`src/rtl/vseq_pkg.sv`:
```
package vseq_pkg;
  typedef enum logic [1:0] {
    ST_IDLE = 2'd0,
    ST_EVAL = 2'd1,
    ST_WAIT = 2'd2
  } seq_state_e;

  typedef struct packed {
    logic src_ok;  // element issues when true
    logic dst_ok;  // destination write enable
    logic halt;    // a predicate on a scalar operand fired
  } elem_pred_t;
endpackage

```
`src/rtl/vseq_pred_eval.sv`:
```
module vseq_pred_eval
  import vseq_pkg::*;
#(
  parameter int MAXVL = 64,
  localparam int MW = $clog2(MAXVL)
) (
  input  logic             twin,
  input  logic [2:0]       code,
  input  logic [MAXVL-1:0] m1,
  input  logic [MAXVL-1:0] m2,
  input  logic [MAXVL-1:0] m3,
  input  logic [MW-1:0]    pos,
  input  logic             src_vec,
  input  logic             dst_vec,
  output elem_pred_t       res
);
  logic b1, b2, b3, pick, s_act, d_act, s_ok, d_ok;

  assign b1 = m1[pos];
  assign b2 = m2[pos];
  assign b3 = m3[pos];

  always_comb begin
    pick  = 1'b1;
    s_act = 1'b0;
    d_act = 1'b0;
    s_ok  = 1'b1;
    d_ok  = 1'b1;
    if (twin) begin
      s_act = code[0];
      d_act = code[1];
      s_ok  = !s_act || (b1 ^ code[2]);
      d_ok  = !d_act || (b2 ^ code[2]);
    end else begin
      unique case (code[2:1])
        2'b01:   pick = b1;
        2'b10:   pick = b2;
        2'b11:   pick = b3;
        default: pick = 1'b1;
      endcase
      s_act = |code[2:1];
      d_act = s_act;
      s_ok  = !s_act || (pick == code[0]);
      d_ok  = s_ok;
    end
    res.src_ok = s_ok;
    res.dst_ok = d_ok;
    res.halt   = (s_act && !src_vec && s_ok) || (d_act && !dst_vec && d_ok);
  end
endmodule

```
`src/rtl/vseq_regnum.sv`:
```
module vseq_regnum #(
  parameter int IW = 7,
  parameter int RW = 7
) (
  input  logic          is_vec,
  input  logic [RW-1:0] base,
  input  logic [IW-1:0] idx,
  output logic [RW-1:0] num
);
  assign num = is_vec ? base + RW'(idx) : base;
endmodule

```
`src/rtl/vec_elem_seq.sv`:
```
module vec_elem_seq
  import vseq_pkg::*;
#(
  parameter int MAXVL = 64,
  parameter int RW = 7,
  localparam int IW = $clog2(MAXVL + 1),
  localparam int MW = $clog2(MAXVL)
) (
  input  logic             clk,
  input  logic             rst,
  input  logic             start,
  input  logic [IW-1:0]    vl,
  input  logic [IW-1:0]    vstart_in,
  input  logic             twin,
  input  logic [2:0]       pcode,
  input  logic [MAXVL-1:0] mask_p1,
  input  logic [MAXVL-1:0] mask_p2,
  input  logic [MAXVL-1:0] mask_p3,
  input  logic             src_vec,
  input  logic             dst_vec,
  input  logic [RW-1:0]    src_base,
  input  logic [RW-1:0]    dst_base,
  input  logic             elem_done,
  input  logic             elem_trap,
  output logic             busy,
  output logic             req_valid,
  output logic [IW-1:0]    req_idx,
  output logic [RW-1:0]    req_src,
  output logic [RW-1:0]    req_dst,
  output logic             req_wen,
  output logic             done,
  output logic             trap,
  output logic [IW-1:0]    vstart
);
  seq_state_e           state_q;
  logic [IW-1:0]        idx_q, vl_q, idx_nx;
  logic                 twin_q, halt_q, last;
  logic [2:0]           code_q;
  logic [MAXVL-1:0]     m1_q, m2_q, m3_q;
  logic [1:0]           vec_q;
  logic [1:0][RW-1:0]   base_q;
  logic [1:0][RW-1:0]   num;
  elem_pred_t           pr;

  assign idx_nx = idx_q + IW'(1);
  assign last   = idx_nx >= vl_q;

  vseq_pred_eval #(.MAXVL(MAXVL)) u_pred (
    .twin(twin_q), .code(code_q), .m1(m1_q), .m2(m2_q), .m3(m3_q),
    .pos(idx_q[MW-1:0]), .src_vec(vec_q[0]), .dst_vec(vec_q[1]), .res(pr)
  );

  for (genvar g = 0; g < 2; g++) begin : g_op
    vseq_regnum #(.IW(IW), .RW(RW)) u_num (
      .is_vec(vec_q[g]), .base(base_q[g]), .idx(idx_q), .num(num[g])
    );
  end

  always_ff @(posedge clk) begin
    if (rst) begin
      state_q   <= ST_IDLE;
      idx_q     <= '0;
      vl_q      <= '0;
      twin_q    <= 1'b0;
      code_q    <= '0;
      m1_q      <= '0;
      m2_q      <= '0;
      m3_q      <= '0;
      vec_q     <= '0;
      base_q    <= '0;
      halt_q    <= 1'b0;
      busy      <= 1'b0;
      req_valid <= 1'b0;
      req_idx   <= '0;
      req_src   <= '0;
      req_dst   <= '0;
      req_wen   <= 1'b0;
      done      <= 1'b0;
      trap      <= 1'b0;
      vstart    <= '0;
    end else begin
      done <= 1'b0;
      trap <= 1'b0;
      unique case (state_q)
        ST_IDLE: begin
          if (start) begin
            if (vstart_in >= vl) begin
              done   <= 1'b1;
              vstart <= '0;
            end else begin
              idx_q     <= vstart_in;
              vl_q      <= vl;
              twin_q    <= twin;
              code_q    <= pcode;
              m1_q      <= mask_p1;
              m2_q      <= mask_p2;
              m3_q      <= mask_p3;
              vec_q     <= {dst_vec, src_vec};
              base_q[0] <= src_base;
              base_q[1] <= dst_base;
              busy      <= 1'b1;
              state_q   <= ST_EVAL;
            end
          end
        end
        ST_EVAL: begin
          if (pr.src_ok) begin
            req_valid <= 1'b1;
            req_idx   <= idx_q;
            req_src   <= num[0];
            req_dst   <= num[1];
            req_wen   <= pr.dst_ok;
            halt_q    <= pr.halt;
            state_q   <= ST_WAIT;
          end else if (pr.halt || last) begin
            done    <= 1'b1;
            vstart  <= '0;
            busy    <= 1'b0;
            state_q <= ST_IDLE;
          end else begin
            idx_q <= idx_nx;
          end
        end
        ST_WAIT: begin
          if (elem_trap) begin
            req_valid <= 1'b0;
            trap      <= 1'b1;
            vstart    <= idx_q;
            busy      <= 1'b0;
            state_q   <= ST_IDLE;
          end else if (elem_done) begin
            req_valid <= 1'b0;
            if (halt_q || last) begin
              done    <= 1'b1;
              vstart  <= '0;
              busy    <= 1'b0;
              state_q <= ST_IDLE;
            end else begin
              idx_q   <= idx_nx;
              state_q <= ST_EVAL;
            end
          end
        end
        default: state_q <= ST_IDLE;
      endcase
    end
  end

  AST_REQ_NEEDS_BUSY: assert property (@(posedge clk) disable iff (rst) req_valid |-> busy);
  AST_BUSY_ENDS_WITH_EVENT: assert property (@(posedge clk) disable iff (rst) $fell(busy) |-> (done || trap));
  AST_IDX_BELOW_VL: assert property (@(posedge clk) disable iff (rst) req_valid |-> (req_idx < vl_q));
  AST_SCALAR_SRC_FIXED: assert property (@(posedge clk) disable iff (rst) (req_valid && !vec_q[0]) |-> (req_src == base_q[0]));
  AST_DONE_CLEARS_VSTART: assert property (@(posedge clk) disable iff (rst) done |-> (vstart == '0));
  AST_TRAP_RECORDS_IDX: assert property (@(posedge clk) disable iff (rst) trap |-> (vstart == req_idx && !req_valid));
  AST_END_EXCLUSIVE: assert property (@(posedge clk) disable iff (rst) !(done && trap));
  AST_REQ_HELD: assert property (@(posedge clk) disable iff (rst)
    (req_valid && !elem_done && !elem_trap) |=> (req_valid && $stable(req_idx) && $stable(req_src) && $stable(req_dst) && $stable(req_wen)));
endmodule

```
`config.mk`:
```
export PLATFORM = sky130hd
export DESIGN_NAME = vec_elem_seq
export DESIGN_NICKNAME = d
export VERILOG_FILES = /design/src/rtl/vseq_pkg.sv /design/src/rtl/vseq_pred_eval.sv /design/src/rtl/vseq_regnum.sv /design/src/rtl/vec_elem_seq.sv
export SDC_FILE = /design/constraint.sdc
export NUM_CORES = 1
export LEC_CHECK = 0
export CAP_MARGIN = 10
export CORE_MARGIN = 4
export CORE_UTILIZATION = 40
export CTS_BUF_LIST = sky130_fd_sc_hd__clkbuf_16
export DETAILED_ROUTE_END_ITERATION = 8
export GPL_TIMING_DRIVEN = 0
export PLACE_DENSITY = 0.76
export SLEW_MARGIN = 20
export SYNTH_ARGS = -nofsm -noshare
export SYNTH_HDL_FRONTEND = slang
export SYNTH_SLANG_ARGS = --single-unit
```
`constraint.sdc`:
```
create_clock -name clk -period 4.7 [get_ports clk]
set_clock_uncertainty 0.15 [all_clocks]
set_input_delay 0.705 -clock clk [delete_from_list [all_inputs] [get_ports clk]]
set_output_delay 0.705 -clock clk [all_outputs]
set_load 0.05 [all_outputs]
```
==> implementation parameters, run 1 <==
Parameter                              Value

Floorplanning
  Area of the core ... between 20000 and 30000 um2
  Standard-cell rows ... 63
  I/O Pins ... 264
  Die width ... 183 um
  Starting density of the core ... 0.411
  Die span in y ... ~180 um
  Die Outline Area ... approximately 34000 um2

Global route
  First-pass GRT wire length ... ~60 mm
  Global-route usage over all layers ... 0.225
  Residual overflow from global routing ... 0
  Initial antenna violation count ... 0
  Maximum number of pins on one net before global-route repair ... 20
  Via count of the first global-routing pass ... between 10000 and 15000

Job
  Maxcap violations ... 0

Layout
  Post-layout nets ... between 2000 and 2500
  Synthesis-to-layout area growth ... 32.3%
  Core occupancy in the finished layout ... 0.543
  Antenna cells ... 0
  Most used cells in the layout excluding fill and tap cells ... sky130_fd_sc_hd__nand2_1, sky130_fd_sc_hd__dfxtp_1, sky130_fd_sc_hd__clkdlybuf4s50_1
  Share of final-layout standard cells stronger than drive strength 1 ... 0.0614
  Post-route insts no fill ... 2197
  Most common library cell in the layout ignoring fill and taps ... sky130_fd_sc_hd__nand2_1

Logic synthesis
  Mapped Nets ... ~1800
  Synthesized instance count ... roughly 1500
  Ys async rst share ... 0
  Synth Warn # ... 0
  Sequential element share of the synthesized area ... 0.426
  Number of unique standard cell types used by synthesis ... 68
  Syn avg cell area ... just over 8 um2
  Count of flip-flops with a built-in enable after synthesis ... 0
  Dominant register cell in the synthesized netlist ... sky130_fd_sc_hd__dfxtp_1
  Number of synthesized register bits ... ~260
  Post-synth design cell area ... 12300 um2

STA
  Unrepaired setup endpoints after global routing ... no
  Fmax achieved ... around 0.22 GHz
  Hold Violations, Final ... 0
  Shortest clock period the worst path allows after layout ... roughly 4.5 ns
  Period Utilization, post-route ... 0.952
  Headroom to the max-slew limit ... 0.401
  Final setup fails ... 0
  Number of pins exceeding their max-slew limit in the final report ... 0
  Actual transition at the worst max-transition pin ... 0.899 ns

Placement
  HPWL after detailed placement ... 29.9 mm
  Count of input and output buffers ... between 200 and 300
  Placed instance count ... 2147
  Final estimated routing congestion in global placement ... roughly 0.9

Min path
  Path type of the worst min-delay path ... reg2reg

CTS
  Clock tree from TritonCTS ... built
  Latest clock arrival within the worst-skew pair ... 0.55 ns
  CTS sink count ... 262
  Total clock buffers created by CTS ... 28
  Clock Path Buffers ... 3
  Clock transition at path regs ... 0.06 ns
  H-tree Lvls ... 1
  Root Driver ... sky130_fd_sc_hd__clkbuf_16
  Post-CTS Hold Buffers ... 0

Detailed routing
  Antenna viol nets, final ... 0
  Routed via count ... ~11000
  Final Routed Wirelength ... around 39 mm
  Number of DRC violations after detailed-routing iteration 0 ... between 700 and 800
  Vias per std cell ... 5.22
  Post-DR wirelength/cell ... 18.0 um
  First-pass DRT Iterations ... 5
  Drc violations ... 0

Worst setup path
  Crit path capture type ... flip-flop
  Type of the worst setup path ... reg2reg
  Critical path's most frequent cell ... sky130_fd_sc_hd__buf_2
  Largest stage delay on the critical path ... between 0.6 and 0.7 ns
  Cell chain of the critical path ... buf_2 > buf_2 > mux4_2 > a31oi_1 > o211ai_1 > o21ai_0 > nor2_1 > a221oi_4 > mux2i_1 > a21oi_1 > nor4_1 > mux2_2
  Worst-path cell with the longest stage delay ... sky130_fd_sc_hd__dfxtp_1
  Worst Setup Start Kind ... flip-flop
  Arrival time at the worst endpoint ... about 4.8 ns
  Required time at the endpoint of the critical path ... between 4 and 5 ns
  Critical path fanouts, max ... 10

Power and ir drop
  Power density over cell area ... about 510 nW/um2
  Leakage component of the power ... roughly 6.0 nW
  Maximum ir drop on the vdd rail ... about 0.30 mV

Status
  Status ... complete, no violations
sequential cells by signal, indices dropped and copies added (netlist names), 2 cells and up:
| name | flops |
|---|---|
| m1_q | 64 |
| m2_q | 64 |
| m3_q | 64 |
| base_q | 14 |
| idx_q | 7 |
| req_dst | 7 |
| req_idx | 7 |
| req_src | 7 |
| vl_q | 7 |
| vstart | 7 |
| code_q | 3 |
| state_q | 2 |
| vec_q | 2 |
final timing paths:
kind	start	endpoint	slack, ns	cells past startpoint
max	idx_q[1]	busy	0.23	12
min	m2_q[36]	m2_q[36]	0.30	2
max reg2reg	idx_q[1]	busy	0.23	12
min reg2reg	m2_q[36]	m2_q[36]	0.30	2
layer usage:
metal	vias up	track usage	wire length, um
li1	5651	-	-
met1	5400	0.290	16800
met2	351	0.389	19000
met3	69	0.0385	2400
met4	0	0.0626	1170
met5	-	0	0
critical path: cells and delay by family (launching register included):
kind / cells / cell delay (ns)
AOI/OAI and AO/OA: 5 / 0.92
buffers and inverters: 2 / 0.84
DFF: 1 / 0.69
muxes: 3 / 1.24
and+or+nand+nor: 2 / 0.51
stage by stage:
step	power, mW	setup TNS [ns]	setup slack [ns]	instance area [um2]	hold slack [ns]
floorplan	5.15	0	0.326	12300	0.282
global placement	6.24	-7.90	-1.01	15400	0.288
detailed placement	6.31	-8.30	-1.00	15400	0.293
CTS	8.35	0	0.0530	16200	0.301
global route	8.79	0	0.0297	16300	0.315
finish	8.34	0	0.227	16300	0.302
cell families after synthesis:
logic type,share of synthesized area
adders and majority gates,0.0348
muxes,0.122
DFF,0.426
buffers and inverters,0.0547
and+or+nand+nor,0.188
xor gates and xnor gates,0.0128
AOI/OAI and AO/OA,0.161
synth_stat cells (5+ instances only):
master,n,share of area
sky130_fd_sc_hd__mux2i_1,79,0.064
sky130_fd_sc_hd__mux4_2,23,0.042
sky130_fd_sc_hd__buf_4,5,0.0031
sky130_fd_sc_hd__xnor2_1,12,0.0085
sky130_fd_sc_hd__a22oi_1,18,0.011
sky130_fd_sc_hd__buf_6,7,0.0064
sky130_fd_sc_hd__xor2_1,6,0.0043
sky130_fd_sc_hd__buf_2,9,0.0037
sky130_fd_sc_hd__nor3_1,6,0.0024
sky130_fd_sc_hd__o211ai_1,5,0.0031
sky130_fd_sc_hd__mux2_2,6,0.0055
sky130_fd_sc_hd__o21bai_1,5,0.0031
sky130_fd_sc_hd__dfxtp_1,262,0.43
sky130_fd_sc_hd__a21o_1,12,0.0073
sky130_fd_sc_hd__nor2_1,44,0.013
sky130_fd_sc_hd__nand3_1,10,0.0041
sky130_fd_sc_hd__nand2b_1,8,0.0041
sky130_fd_sc_hd__inv_1,35,0.011
sky130_fd_sc_hd__o21ai_0,10,0.0041
sky130_fd_sc_hd__ha_1,31,0.032
sky130_fd_sc_hd__nand4_1,5,0.0025
sky130_fd_sc_hd__a211oi_1,14,0.0085
sky130_fd_sc_hd__nand2_1,479,0.15
sky130_fd_sc_hd__clkbuf_1,84,0.026
sky130_fd_sc_hd__and3_1,5,0.0025
sky130_fd_sc_hd__a21oi_1,245,0.10
timing repair:
action,4_1_cts,5_1_grt
pin swaps,1,0
gates resized for setup,4,9
setup endpoints to repair,16,15
setup buffers,1,0
final cells by class:
class                   instances  area, um2
well taps                     390        488
clock inverters                22        111
plain buffers                 111        543
repair buffers                263       2630
inverters                      36        135
clock buffers                  28        701
fillers                      2791      13700
flip-flops and latches        262       5250
multi-input cells            1085       6410
where the power goes:
| group | switching [mW] | leakage [nW] | internal [mW] | total, mW |
|---|---|---|---|---|
| logic | 2.11 | 3.42 | 1.44 | 3.55 |
| clock network | 0.905 | 0.410 | 1.08 | 1.98 |
| registers | 0.237 | 2.14 | 2.57 | 2.81 |
Note: power is estimated with default switching activity, not from simulation.
==> inputs of run 2 (changes only) <==
--- a/config.mk
+++ b/config.mk
@@ -8,7 +8,6 @@
 export CAP_MARGIN = 10
 export CORE_MARGIN = 4
 export CORE_UTILIZATION = 40
-export CTS_BUF_LIST = sky130_fd_sc_hd__clkbuf_16
 export DETAILED_ROUTE_END_ITERATION = 8
 export GPL_TIMING_DRIVEN = 0
 export PLACE_DENSITY = 0.76
==> implementation parameters, run 2 (same netlist as run 1, synthesis figures left out) <==
Parameter                              Value

STA
  Unrepaired setup endpoints after global routing ... no
  Shortest clock period the worst path allows after layout ... 4.49 ns (+0.0203 ns)
  Actual transition at the worst max-transition pin ... 0.876 ns (-0.0227 ns)
  Post-layout worst setup margin ... 0.207 ns (-0.0203 ns)
  Number of pins exceeding their max-slew limit in the final report ... 0 (unchanged)
  Final setup fails ... 0 (unchanged)
  Hold Violations, Final ... 0 (unchanged)
  Setup Total Neg Slack ... 0 ns (unchanged)
  Headroom to the max-slew limit ... 0.416 (+0.0151)
  Period Utilization, post-route ... 0.956 (+0.00432)
  Fmax achieved ... 0.223 GHz (-0.45%)

Detailed routing
  Vias per std cell ... 5.22 (unchanged)
  Post-DR wirelength/cell ... 17.9 um (-0.15%)
  Antenna viol nets, final ... 0 (unchanged)
  Routed via count ... 11471 (unchanged)
  First-pass DRT Iterations ... 5 (unchanged)
  Drc violations ... 0 (unchanged)
  Number of DRC violations after detailed-routing iteration 0 ... 714 (-1.4%)
  Final Routed Wirelength ... 39.4 mm (-0.15%)

Floorplanning
  Area of the core ... 30000 um2 (unchanged)
  Standard-cell rows ... 63 (unchanged)
  Die Outline Area ... 33600 um2 (unchanged)
  Die width ... 183 um (unchanged)
  I/O Pins ... 264 (unchanged)
  Starting density of the core ... 0.411 (unchanged)
  Die span in y ... 183 um (unchanged)

Min path
  Path type of the worst min-delay path ... reg2reg

Layout
  Core occupancy in the finished layout ... 0.546 (+0.00301)
  Combined area of the multi-input logic cells ... 6410 um2 (unchanged)
  Share of final-layout standard cells stronger than drive strength 1 ... 0.0664 (+0.00498)
  Final instance area ... 16400 um2 (+0.55%)
  Antenna cells ... 0 (unchanged)
  Most common library cell in the layout ignoring fill and taps ... sky130_fd_sc_hd__nand2_1
  Synthesis-to-layout area growth ... 33.0%
  Leading registers by flop count ... m1_q (64), m2_q (64), m3_q (64)
  Number of filler cells placed in the layout ... 2775 (-0.57%)
  Post-layout nets ... 2051 (unchanged)
  Area taken by flip-flops and latches ... 5250 um2 (unchanged)
  Most used cells in the layout excluding fill and tap cells ... sky130_fd_sc_hd__nand2_1, sky130_fd_sc_hd__dfxtp_1, sky130_fd_sc_hd__clkdlybuf4s50_1

Worst setup path
  Required time at the endpoint of the critical path ... 4.98 ns (about the same)
  Largest stage delay on the critical path ... 0.72 ns (+0.03 ns)
  Arrival time at the worst endpoint ... 4.78 ns (+0.03 ns)
  Type of the worst setup path ... reg2reg
  Critical path's most frequent cell ... sky130_fd_sc_hd__buf_2
  Worst Setup Start Kind ... flip-flop
  Worst Path Buf+Inv ... 2 (unchanged)
  Cell chain of the critical path ... buf_2 > buf_2 > mux4_2 > a31oi_1 > o211ai_1 > o21ai_0 > nor2_1 > a221oi_4 > mux2i_1 > a21oi_1 > nor4_1 > mux2_2
  Crit path capture type ... flip-flop
  Worst-path cell with the longest stage delay ... sky130_fd_sc_hd__dfxtp_1
  Critical path fanouts, max ... 10 (unchanged)
  Cell type group with the largest total delay on the critical path ... multiplexers

Power and ir drop
  Part of the power in the clock network ... 0.251 (+0.013)
  Power density over cell area ... 520 nW/um2 (+1.4%)
  Leakage component of the power ... 6.01 nW (+0.64%)
  Maximum ir drop on the vdd rail ... 0.302 mV (-0.21%)
  Relative contribution of combinational cells to total power ... 0.418 (-0.008)
  Net load switching power ... 3.26 mW (+0.18%)
  Total Power Consumption ... 8.50 mW (+1.9%)
  Power share of the sequential group ... 0.331 (-0.006)
  Switching part of the total ... 0.383 (-0.00665)
  Pint ... 5.25 mW (+3.0%)

Job
  Maxcap violations ... 0 (unchanged)

Global route
  Initial antenna violation count ... 0 (unchanged)
  Global-route usage over all layers ... 0.225 (-0.000241)
  Via count of the first global-routing pass ... 11375 (-0.018%)
  First-pass GRT wire length ... 60.3 mm (about the same)
  Residual overflow from global routing ... 0 (unchanged)
  Maximum number of pins on one net before global-route repair ... 20 (unchanged)

CTS
  Clock transition at path regs ... 0.06 ns (about the same)
  Clock Path Buffers ... 3 (unchanged)
  Root Driver ... sky130_fd_sc_hd__clkbuf_16
  Clock tree from TritonCTS ... built
  CTS sink count ... 262 (unchanged)
  Total clock buffers created by CTS ... 28 (unchanged)
  H-tree Lvls ... 1 (unchanged)
  Latest clock arrival within the worst-skew pair ... 0.55 ns (about the same)

Placement
  Final estimated routing congestion in global placement ... 0.898 (unchanged)
  HPWL after detailed placement ... 29.9 mm (unchanged)
  Pre-CTS worst setup slack ... -1.00 ns (unchanged)
  Placed cell area ... 15400 um2 (unchanged)
  Count of input and output buffers ... 262 (unchanged)

Status
  Status ... complete, no violations
==> run 2: cell count changes in the layout (fill, tap and decap cells not counted) <==
cell                       delta
sky130_fd_sc_hd__clkbuf_1     +3
sky130_fd_sc_hd__clkbuf_8     +9
sky130_fd_sc_hd__clkinv_1     -9
sky130_fd_sc_hd__inv_1        -3
==> run 2: repair_timing <==
action,4_1_cts,5_1_grt
cloned,0,0
buffers inserted,1,0
setup endpoints to repair,16,15
pin swaps,1,0
hold buffers,0,0
gates resized for setup,4,9
==> run 2: worst register-to-register path, stage by stage, from the launching register on <==
cell                       delay [ns]
sky130_fd_sc_hd__dfxtp_1         0.72
sky130_fd_sc_hd__buf_2           0.48
sky130_fd_sc_hd__buf_2           0.39
sky130_fd_sc_hd__mux4_2          0.35
sky130_fd_sc_hd__a31oi_1         0.18
sky130_fd_sc_hd__o211ai_1        0.10
sky130_fd_sc_hd__o21ai_0         0.15
sky130_fd_sc_hd__nor2_1          0.15
sky130_fd_sc_hd__a221oi_4        0.28
sky130_fd_sc_hd__mux2i_1         0.51
sky130_fd_sc_hd__a21oi_1         0.21
sky130_fd_sc_hd__nor4_1          0.34
sky130_fd_sc_hd__mux2_2          0.38
==> run 2: per-layer routing <==
metal / track usage / vias up / part of all wire
met5: 0 / - / 0
met1: 0.291 / 5392 / 0.43
met3: 0.0373 / 69 / 0.060
met2: 0.390 / 360 / 0.48
met4: 0.0599 / 0 / 0.029
li1: - / 5650 / -
==> run 2: worst paths after layout <==
kind,start,end,cells after the start,slack [ns]
worst max-delay path,idx_q[1],busy,12,0.21
worst min-delay path,m2_q[36],m2_q[36],2,0.30
worst max register to register,idx_q[1],busy,12,0.21
worst min register to register,m2_q[36],m2_q[36],2,0.30
==> run 2: power groups by stage <==
stage	clock network, mW	logic, mW	registers (mW)
2_1_floorplan	0	2.15	3.00
3_5_place_dp	0	3.45	2.86
5_1_grt	2.26	3.84	2.85
3_3_place_gp	0	3.40	2.84
6_report	2.14	3.55	2.81
4_1_cts	2.17	3.53	2.81
==> run 2: final cells by class <==
type / instances / share of cell area
clock inverter: 10 / 0.00405
buffer: 111 / 0.0332
sequential: 262 / 0.321
inverter: 36 / 0.00826
multi-input combinational: 1085 / 0.392
clock buffer: 40 / 0.0511
timing repair buffer: 263 / 0.161
tap: 390 / 0.0298
==> run 2: through the flow <==
stage	hold slack, ns	cells
final	0.301	2197
after CTS	0.301	2197
after floorplan	0.282	1495
after global routing	0.315	2197
after global placement	0.288	2147
after detailed placement	0.293	2147
==> inputs of run 3 (changes only) <==
==> constraint.sdc (replaced) <==
create_clock -name clk -period 4.7 [get_ports clk]
set_clock_uncertainty 0.15 [all_clocks]
set_input_delay 0.94 -clock clk [delete_from_list [all_inputs] [get_ports clk]]
set_output_delay 0.94 -clock clk [all_outputs]
set_load 0.05 [all_outputs]
==> implementation parameters, run 3 (same netlist as run 1, synthesis figures left out) <==
Parameter                              Value

Worst setup path
  Worst Path Buf+Inv ... 2 (unchanged)
  Crit path capture type ... flip-flop
  Type of the worst setup path ... reg2reg
  Arrival time at the worst endpoint ... 4.74 ns (-0.04 ns)
  Worst Setup Start Kind ... flip-flop
  Worst-path cell with the longest stage delay ... sky130_fd_sc_hd__dfxtp_1
  Cell type group with the largest total delay on the critical path ... multiplexers
  Critical path fanouts, max ... 10 (unchanged)
  Largest stage delay on the critical path ... 0.72 ns (about the same)
  Cell chain of the critical path ... buf_2 > buf_2 > mux4_2 > a31oi_1 > o211ai_1 > o21ai_0 > nor2_1 > a221oi_4 > mux2i_1 > a21oi_1 > nor4_1 > mux2_2
  Required time at the endpoint of the critical path ... 4.98 ns (about the same)
  Critical path's most frequent cell ... sky130_fd_sc_hd__buf_2

Layout
  Most used cells in the layout excluding fill and tap cells ... sky130_fd_sc_hd__nand2_1, sky130_fd_sc_hd__dfxtp_1, sky130_fd_sc_hd__clkdlybuf4s50_1
  Antenna cells ... 0 (unchanged)
  Synthesis-to-layout area growth ... 33.0% (about the same)
  Share of final-layout standard cells stronger than drive strength 1 ... 0.0675 (+0.00111)
  Core occupancy in the finished layout ... 0.546 (about the same)
  Final instance area ... 16400 um2 (about the same)
  Post-route insts no fill ... 2197 (unchanged)
  Post-layout nets ... 2051 (unchanged)
  Leading registers by flop count ... m1_q (64), m2_q (64), m3_q (64)
  Most common library cell in the layout ignoring fill and taps ... sky130_fd_sc_hd__nand2_1

CTS
  Total clock buffers created by CTS ... 28 (unchanged)
  Clock tree from TritonCTS ... built
  H-tree Lvls ... 1 (unchanged)
  CTS sink count ... 262 (unchanged)
  Root Driver ... sky130_fd_sc_hd__clkbuf_16
  Latest clock arrival within the worst-skew pair ... 0.55 ns (about the same)
  Post-CTS Hold Buffers ... 0 (unchanged)
  Clock transition at path regs ... 0.06 ns (about the same)
  Clock Path Buffers ... 3 (unchanged)

Floorplanning
  Die Outline Area ... 33600 um2 (unchanged)
  Area of the core ... 30000 um2 (unchanged)
  Die width ... 183 um (unchanged)
  I/O Pins ... 264 (unchanged)
  Starting density of the core ... 0.411 (unchanged)
  Standard-cell rows ... 63 (unchanged)
  Die span in y ... 183 um (unchanged)

Global route
  Initial antenna violation count ... 0 (unchanged)
  Global-route track usage on met2 ... 0.390 (unchanged)
  Layer with the highest usage after global routing ... met2
  First-pass GRT wire length ... 60.3 mm (unchanged)
  Met3 global-route usage ... 0.0373 (unchanged)
  Maximum number of pins on one net before global-route repair ... 20 (unchanged)
  Via count of the first global-routing pass ... 11375 (unchanged)
  Met1 global-route usage ... 0.291 (unchanged)
  Global-route usage over all layers ... 0.225 (unchanged)
  Residual overflow from global routing ... 0 (unchanged)

Power and ir drop
  Maximum ir drop on the vdd rail ... 0.303 mV (+0.37%)
  Pint ... 5.25 mW (about the same)
  Switching part of the total ... 0.383 (about the same)
  Net load switching power ... 3.26 mW (about the same)
  Leakage component of the power ... 6.01 nW (+0.11%)
  Power share of the sequential group ... 0.330 (about the same)
  Power density over cell area ... 520 nW/um2 (about the same)
  Relative contribution of combinational cells to total power ... 0.418 (about the same)
  Part of the power in the clock network ... 0.251 (about the same)
  Total Power Consumption ... 8.51 mW (about the same)

Detailed routing
  Post-DR wirelength/cell ... 18.0 um (+0.26%)
  Vias per std cell ... 5.23 (+0.22%)
  Antenna viol nets, final ... 0 (unchanged)
  First-pass DRT Iterations ... 8 (+3)
  Drc violations ... 0 (unchanged)
  Number of DRC violations after detailed-routing iteration 0 ... 755 (+5.7%)
  Final Routed Wirelength ... 39.5 mm (+0.26%)
  Routed via count ... 11496 (+0.22%)

Placement
  Final estimated routing congestion in global placement ... 0.898 (unchanged)
  HPWL after detailed placement ... 29.9 mm (unchanged)
  Count of input and output buffers ... 262 (unchanged)
  Placed instance count ... 2147 (unchanged)
  Placed cell area ... 15400 um2 (unchanged)

Job
  Maxcap violations ... 0 (unchanged)

Status
  Status ... complete, no violations

STA
  Fmax achieved ... 0.224 GHz (+0.78%)
  Hold Violations, Final ... 0 (unchanged)
  Headroom to the max-slew limit ... 0.409 (-0.00636)
  Unrepaired setup endpoints after global routing ... no
  Shortest clock period the worst path allows after layout ... 4.46 ns (-0.0346 ns)
  Setup Total Neg Slack ... 0 ns (unchanged)
  Actual transition at the worst max-transition pin ... 0.886 ns (+0.00955 ns)
  Final setup fails ... 0 (unchanged)
  Period Utilization, post-route ... 0.949 (-0.00736)
  Number of pins exceeding their max-slew limit in the final report ... 0 (unchanged)

Min path
  Path type of the worst min-delay path ... reg2reg
## run 3: changes by cell type in the layout (fill, tap and decap cells not counted)
cell                       change
sky130_fd_sc_hd__clkbuf_1      -2
sky130_fd_sc_hd__clkbuf_2      +2
## run 3: metrics by stage
step,setup slack [ns],hold slack (ns)
after floorplan,0.326,0.282
after global placement,-1.01,0.288
after detailed placement,-1.00,0.293
after CTS,0.0529,0.301
after global routing,0.0297,0.315
final,0.241,0.301
## run 3: worst reg2reg max path, delay by kind of cell, from the launching register on
family	cells	cell delay [ns]
muxes	3	1.24
AOI/OAI and AO/OA	5	0.92
DFF	1	0.72
buffers and inverters	2	0.86
and+or+nand+nor	2	0.47
## run 3: cell type report
class / count / area, um2
repair buffers: 263 / 2630
multi-input cells: 1085 / 6410
fillers: 2774 / 13600
flip-flops and latches: 262 / 5250
clock inverters: 10 / 66.3
well taps: 390 / 488
clock buffers: 40 / 836
plain buffers: 111 / 546
inverters: 36 / 135
## run 3: timing repair
action,4_1_cts,5_1_grt
endpoints found under the setup margin,16,126
resized for setup,4,14
pin swaps,1,0
setup buffers,1,0
## run 3: path summary, 6_finish.rpt
| path | from | cells after the start | endpoint | slack [ns] |
|---|---|---|---|---|
| worst max-delay path | idx_q[1] | 12 | busy | 0.24 |
| worst min-delay path | m2_q[36] | 2 | m2_q[36] | 0.30 |
| worst max register to register | idx_q[1] | 12 | busy | 0.24 |
| worst min register to register | m2_q[36] | 2 | m2_q[36] | 0.30 |
## run 3: layer usage
| metal | wire [um] | share of wire |
|---|---|---|
| met4 | 1130 | 0.029 |
| met5 | 0 | 0 |
| met1 | 17000 | 0.43 |
| met2 | 19000 | 0.48 |
| met3 | 2330 | 0.059 |
## run 3: power by group through the flow
stage / sequential (mW) / combinational [mW] / clock (mW)
after global routing: 2.85 / 3.84 / 2.26
after CTS: 2.81 / 3.53 / 2.17
after detailed placement: 2.86 / 3.45 / 0
final: 2.81 / 3.56 / 2.14
after floorplan: 3.00 / 2.15 / 0
after global placement: 2.84 / 3.40 / 0
